<file path="src/rtl/hcodec_pkg.sv">
package hcodec_pkg;

    localparam int DATA_W = 16;

    function automatic int calc_chk_w(input int dw);
        int k;
        k = 0;
        while ((1 << k) < dw + k + 1) k++;
        return k;
    endfunction

    localparam int CHK_W  = calc_chk_w(DATA_W);
    localparam int CODE_W = DATA_W + CHK_W;
    localparam int FULL_W = CODE_W + 1;

    typedef enum logic [1:0] {
        RD_CLEAN = 2'd0,
        RD_FIXED = 2'd1,
        RD_FATAL = 2'd2
    } rd_status_e;

    typedef enum logic [2:0] {
        CL_QUIET        = 3'd0,
        CL_TAIL_ONLY    = 3'd1,
        CL_SINGLE       = 3'd2,
        CL_OUT_OF_RANGE = 3'd3,
        CL_EVEN_MULTI   = 3'd4
    } rd_class_e;

    // 1-indexed position holds a check bit when it is a power of two
    function automatic bit is_chk_pos(input int p);
        return (p > 0) && ((p & (p - 1)) == 0);
    endfunction

    // position of data slot j, slot 0 carrying the most significant data bit
    function automatic int slot_pos(input int j);
        int seen;
        int res;
        seen = 0;
        res  = 0;
        for (int p = 1; p <= CODE_W; p++) begin
            if (!is_chk_pos(p)) begin
                if (seen == j) res = p;
                seen++;
            end
        end
        return res;
    endfunction

    // positions whose index has bit i set
    function automatic logic [CODE_W-1:0] cover_mask(input int i);
        logic [CODE_W-1:0] m;
        m = '0;
        for (int p = 1; p <= CODE_W; p++) m[p-1] = ((p >> i) & 1) == 1;
        return m;
    endfunction

endpackage

</file>
<file path="src/rtl/hc_encoder.sv">
module hc_encoder
    import hcodec_pkg::*;
(
    input  logic              clk,
    input  logic              rst,
    input  logic [DATA_W-1:0] data_i,
    output logic [FULL_W-1:0] word_o
);

    logic [CODE_W-1:0] spread;
    logic [CHK_W-1:0]  chk;
    logic [CODE_W-1:0] body;
    logic              tail;

    for (genvar j = 0; j < DATA_W; j++) begin : g_place
        localparam int POS = slot_pos(j);
        assign spread[POS-1] = data_i[DATA_W-1-j];
    end

    for (genvar i = 0; i < CHK_W; i++) begin : g_chk
        localparam logic [CODE_W-1:0] MASK = cover_mask(i);
        assign spread[(1 << i) - 1] = 1'b0;
        assign chk[i] = ^(spread & MASK);
    end

    always_comb begin
        body = spread;
        for (int i = 0; i < CHK_W; i++) body[(1 << i) - 1] = chk[i];
    end

    assign tail = ^body;

    always_ff @(posedge clk) begin
        if (rst) word_o <= '0;
        else     word_o <= {tail, body};
    end

endmodule

</file>
<file path="src/rtl/hc_syndrome.sv">
module hc_syndrome
    import hcodec_pkg::*;
(
    input  logic [FULL_W-1:0] word_i,
    output logic [CHK_W-1:0]  syn_o,
    output logic              tail_fail_o
);

    for (genvar i = 0; i < CHK_W; i++) begin : g_syn
        localparam logic [CODE_W-1:0] MASK = cover_mask(i);
        assign syn_o[i] = ^(word_i[CODE_W-1:0] & MASK);
    end

    assign tail_fail_o = ^word_i;

endmodule

</file>
<file path="src/rtl/hc_corrector.sv">
module hc_corrector
    import hcodec_pkg::*;
(
    input  logic [CODE_W-1:0] body_i,
    input  logic [CHK_W-1:0]  syn_i,
    input  logic              tail_fail_i,
    output logic [DATA_W-1:0] data_o,
    output rd_status_e        status_o
);

    rd_class_e         cls;
    logic [CODE_W-1:0] flip;
    logic [CODE_W-1:0] fixed;

    always_comb begin
        if (syn_i == '0)                 cls = tail_fail_i ? CL_TAIL_ONLY : CL_QUIET;
        else if (!tail_fail_i)           cls = CL_EVEN_MULTI;
        else if (int'(syn_i) > CODE_W)   cls = CL_OUT_OF_RANGE;
        else                             cls = CL_SINGLE;
    end

    always_comb begin
        flip     = '0;
        status_o = RD_CLEAN;
        unique case (cls)
            CL_QUIET:        status_o = RD_CLEAN;
            CL_TAIL_ONLY:    status_o = RD_FIXED;
            CL_SINGLE: begin
                status_o = RD_FIXED;
                flip     = {{(CODE_W-1){1'b0}}, 1'b1} << (syn_i - 1'b1);
            end
            CL_OUT_OF_RANGE: status_o = RD_FATAL;
            CL_EVEN_MULTI:   status_o = RD_FATAL;
            default:         status_o = RD_FATAL;
        endcase
    end

    assign fixed = body_i ^ flip;

    for (genvar j = 0; j < DATA_W; j++) begin : g_pull
        localparam int POS = slot_pos(j);
        assign data_o[DATA_W-1-j] = fixed[POS-1];
    end

endmodule

</file>
<file path="src/rtl/hcodec_top.sv">
module hcodec_top
    import hcodec_pkg::*;
(
    input  logic              clk,
    input  logic              rst,
    input  logic [DATA_W-1:0] enc_data_i,
    output logic [FULL_W-1:0] enc_word_o,
    input  logic [FULL_W-1:0] dec_word_i,
    output logic [DATA_W-1:0] dec_data_o,
    output logic [1:0]        dec_status_o,
    output logic [CHK_W-1:0]  dec_syn_o
);

    logic [CHK_W-1:0]  syn_w;
    logic              tail_fail_w;
    logic [DATA_W-1:0] data_w;
    rd_status_e        status_w;

    logic [DATA_W-1:0] data_q;
    rd_status_e        status_q;
    logic [CHK_W-1:0]  syn_q;

    hc_encoder u_enc (
        .clk    (clk),
        .rst    (rst),
        .data_i (enc_data_i),
        .word_o (enc_word_o)
    );

    hc_syndrome u_syn (
        .word_i      (dec_word_i),
        .syn_o       (syn_w),
        .tail_fail_o (tail_fail_w)
    );

    hc_corrector u_fix (
        .body_i      (dec_word_i[CODE_W-1:0]),
        .syn_i       (syn_w),
        .tail_fail_i (tail_fail_w),
        .data_o      (data_w),
        .status_o    (status_w)
    );

    always_ff @(posedge clk) begin
        if (rst) begin
            data_q   <= '0;
            status_q <= RD_CLEAN;
            syn_q    <= '0;
        end else begin
            data_q   <= data_w;
            status_q <= status_w;
            syn_q    <= syn_w;
        end
    end

    assign dec_data_o   = data_q;
    assign dec_status_o = status_q;
    assign dec_syn_o    = syn_q;

endmodule

</file>
<file path="config.mk">
export PLATFORM = sky130hd
export DESIGN_NAME = hcodec_top
export DESIGN_NICKNAME = d
export VERILOG_FILES = /design/src/rtl/hcodec_pkg.sv /design/src/rtl/hc_encoder.sv /design/src/rtl/hc_syndrome.sv /design/src/rtl/hc_corrector.sv /design/src/rtl/hcodec_top.sv
export SDC_FILE = /design/constraint.sdc
export NUM_CORES = 1
export LEC_CHECK = 0
export BUFFER_PORTS_ARGS = -buffer_cell sky130_fd_sc_hd__clkbuf_2
export CORE_ASPECT_RATIO = 1.2
export CORE_MARGIN = 2
export CORE_UTILIZATION = 53
export CTS_CLUSTER_DIAMETER = 120
export DETAILED_ROUTE_END_ITERATION = 8
export PLACE_DENSITY = 0.84
export SLEW_MARGIN = 20
export SYNTH_ARGS = -nofsm -noshare
export SYNTH_HDL_FRONTEND = slang
export SYNTH_HIERARCHICAL = 1
export SYNTH_SLANG_ARGS = --single-unit
</file>
<file path="constraint.sdc">
create_clock -name clk -period 7.7 [get_ports clk]
set_input_delay 1.54 -clock clk [delete_from_list [all_inputs] [get_ports clk]]
set_output_delay 1.54 -clock clk [all_outputs]
set_load 0.01 [all_outputs]
</file>
==> results.txt <==
fraction of synthesized area in multiplexers = 0.422%
Leakage = 1.33 nW
kind of end point of the critical path = flip-flop
GPL Wtd Cong = 0.780
Global Route met3 Usage = 7.18%
outcome = completed
setup violators final = 0
number of global-route vias before repair = 1678
RSZ-0062 raised after global routing = false
Post-Syn Area = 2370 sq um
Critical Path AT = 4.47 ns
top post-synthesis cells by area = dfxtp_1 38%, xnor2_1 18%, xor2_1 8.5%
top cell type's share of synthesized area = 38.0%
required time of the critical path = 7.86 ns
total global-route track usage = 20.2%
Antenna Nets Post-Route = 0
Synth Area in Simple Gates = 22.8%
final core utilization = 68.5%
maximum fanout along the worst path = 12
vias per cell = 4.74
I/O pin count = 85
final net count = 338
grt ovf = 0
Compound-Gate Fraction of Synth Area = 1.16%
combinational family with the most area after synthesis = XOR/XNOR gates
Tightest Pin Transition = 1.03 ns
DP Wirelength = 3720 um
H-Tree Level Count = 2
final worst-path cycle share = 56.0%
met1 usage = 19.8%
Post-Syn Instances = 213
DR vias = 1679
hold path depth = 2
Synth cell types = 34
Seq/Total Area, Yosys = 38.0%
drt total wl = 4720 um
Min-Delay Path Class = in -> reg
register area = 901 sq um
pin count of the biggest net entering global routing = 46
multi-input logic area = 1410 sq um
first-pass GRT wire length = 7690 um
DRT iter0 DRCs = 49
total iterations of the first detailed-routing run = 4
syn nets = 254
dominant synthesized flop cell = dfxtp_1
TritonCTS clock tree = done
Worst VDD drop = 0.179 mV
layout cells sized above 1 = 40.9%
Final min period = 4.31 ns
Post-Route Setup TNS = 0 ns
maximum clock insertion buffer count = 2
most frequent cell after synthesis = xnor2_1
initial core utilization = 55.2%
Clock transition at path regs = 0.08 ns
clock root buffer = clkbuf_8
Synth Area in XOR/XNOR = 34.6%
fmax = 0.232 GHz
initial antenna violation count = 0
Die ar. = 5020 sq um
# hold bufs at CTS = 0
Die H = 77.3 um
Max Cap Violations = 0
Ys Warns = 6
GRT met2 Usage = 37.8%
Post-synth EDFFs = 0
crit path kind = in -> reg
max-slew violations = 0
DRC = 0
crit start category = input pin
Die W = 65.0 um
flops & latches, synth = 45
top cells by count, synth = 50 x xnor2_1, 45 x dfxtp_1, 23 x xor2_1
Sink Count = 45
Num CTS Buffers = 5
asr flop ratio synth = 0%
core box area = 4290 sq um
power density over the cells = 294 nW/um^2
Row Count = 26
post-synthesis adder-cell area fraction = 0.528%
WL per Instance = 13.3 um
final hold vios = 0
diode count = 0
hold endpoint = u_enc/word_o[19]
Syn Area/Cell = 11.1 sq um
relative slew slack = 30.6%
Fillers = 344
GRT busiest layer = met2
area leader, netlist = dfxtp_1
count of input and output buffers = 84
Hold Startpoint = enc_data_i[1]
setup bufs post-CTS = 0
post-cts resize count = 0
Area growth syn-to-layout = 24.2%
## stage by stage
stage	hold WS [ns]	power (mW)	instances	instance area, sq um	worst slack, ns
floorplan	1.61	0.573	213	2370	3.99
global placement	1.78	0.651	346	2810	3.20
detailed placement	1.80	0.659	346	2810	3.10
CTS	1.48	0.872	354	2940	3.40
global route	1.48	0.914	354	2940	3.21
finish	1.49	0.864	354	2940	3.39
## metal layers
layer | vias to the layer above | part of all wire, %
met2 | 68 | 54
met5 | - | 0
met3 | 8 | 8.0
li1 | 844 | -
met4 | 0 | 1.7
met1 | 759 | 36
## power by group
| group | switching [mW] | internal [mW] | total (mW) |
|---|---|---|---|
| combinational | 0.207 | 0.173 | 0.380 |
| sequential | 0.00910 | 0.267 | 0.276 |
| clock | 0.0800 | 0.129 | 0.209 |
| total | 0.296 | 0.568 | 0.864 |
## layout by cell type (no fill, tap or decap), drive strengths merged
| cell | n |
|---|---|
| a21boi | 1 |
| a21o | 1 |
| a21oi | 1 |
| and2b | 3 |
| and4bb | 1 |
| bufinv | 2 |
| clkbuf | 89 |
| clkinv | 1 |
| dfxtp | 45 |
| ha | 1 |
| inv | 2 |
| mux2i | 1 |
| nand2 | 2 |
| nand2b | 2 |
| nand3 | 1 |
| nand3b | 2 |
| nand4b | 3 |
| nor2 | 11 |
| nor2b | 36 |
| nor3 | 5 |
| nor3b | 1 |
| nor4 | 4 |
| nor4b | 1 |
| or3b | 1 |
| xnor2 | 52 |
| xnor3 | 5 |
| xor2 | 23 |
| xor3 | 1 |
## sequential cells by signal, indices dropped and copies added, names as in the netlist
register / count
dec_syn_o: 5
dec_data_o: 16
dec_status_o: 2
u_enc/word_o: 22
## worst max-delay path by stage
stage	slack [ns]	startpoint	end	cells after the start
2_1_floorplan	3.99	dec_word_i[13]	dec_data_o[11]	10
3_3_place_gp	3.20	dec_word_i[13]	dec_data_o[2]	10
3_5_place_dp	3.10	dec_word_i[13]	dec_data_o[11]	10
4_1_cts	3.40	dec_word_i[13]	dec_data_o[11]	10
5_1_grt	3.21	dec_word_i[13]	dec_data_o[11]	10
6_report	3.39	dec_word_i[13]	dec_data_o[11]	10
## cell type report
cell class              instances  share of cell area [%]
clock buffers                   5                    2.34
clock inverters                 3                    2.21
flip-flops and latches         45                    30.6
multi-input cells             159                    47.9
well taps                      56                    2.38
repair buffers                 84                    14.3
inverters                       2                   0.255
## critical path, cell delays in order
cell and delay [ns]:
clkbuf_2 0.12, xnor3_2 0.49, xnor2_4 0.18, xnor2_1 0.83, nor2_1 0.12, ha_1 0.39, nand2b_1 0.25, nor3_1 0.30
xor2_1 0.10, nor2b_1 0.13
## kinds of logic (layout without fill, tap and decap cells)
group,after synthesis,in the layout
and+or+nand+nor,73,73
adders and majority gates,1,1
AOI/OAI and AO/OA,3,3
buffers and inverters,9,94
DFF,45,45
xor gates and xnor gates,81,81
muxes,1,1
Power figures use the tool's default switching activity.
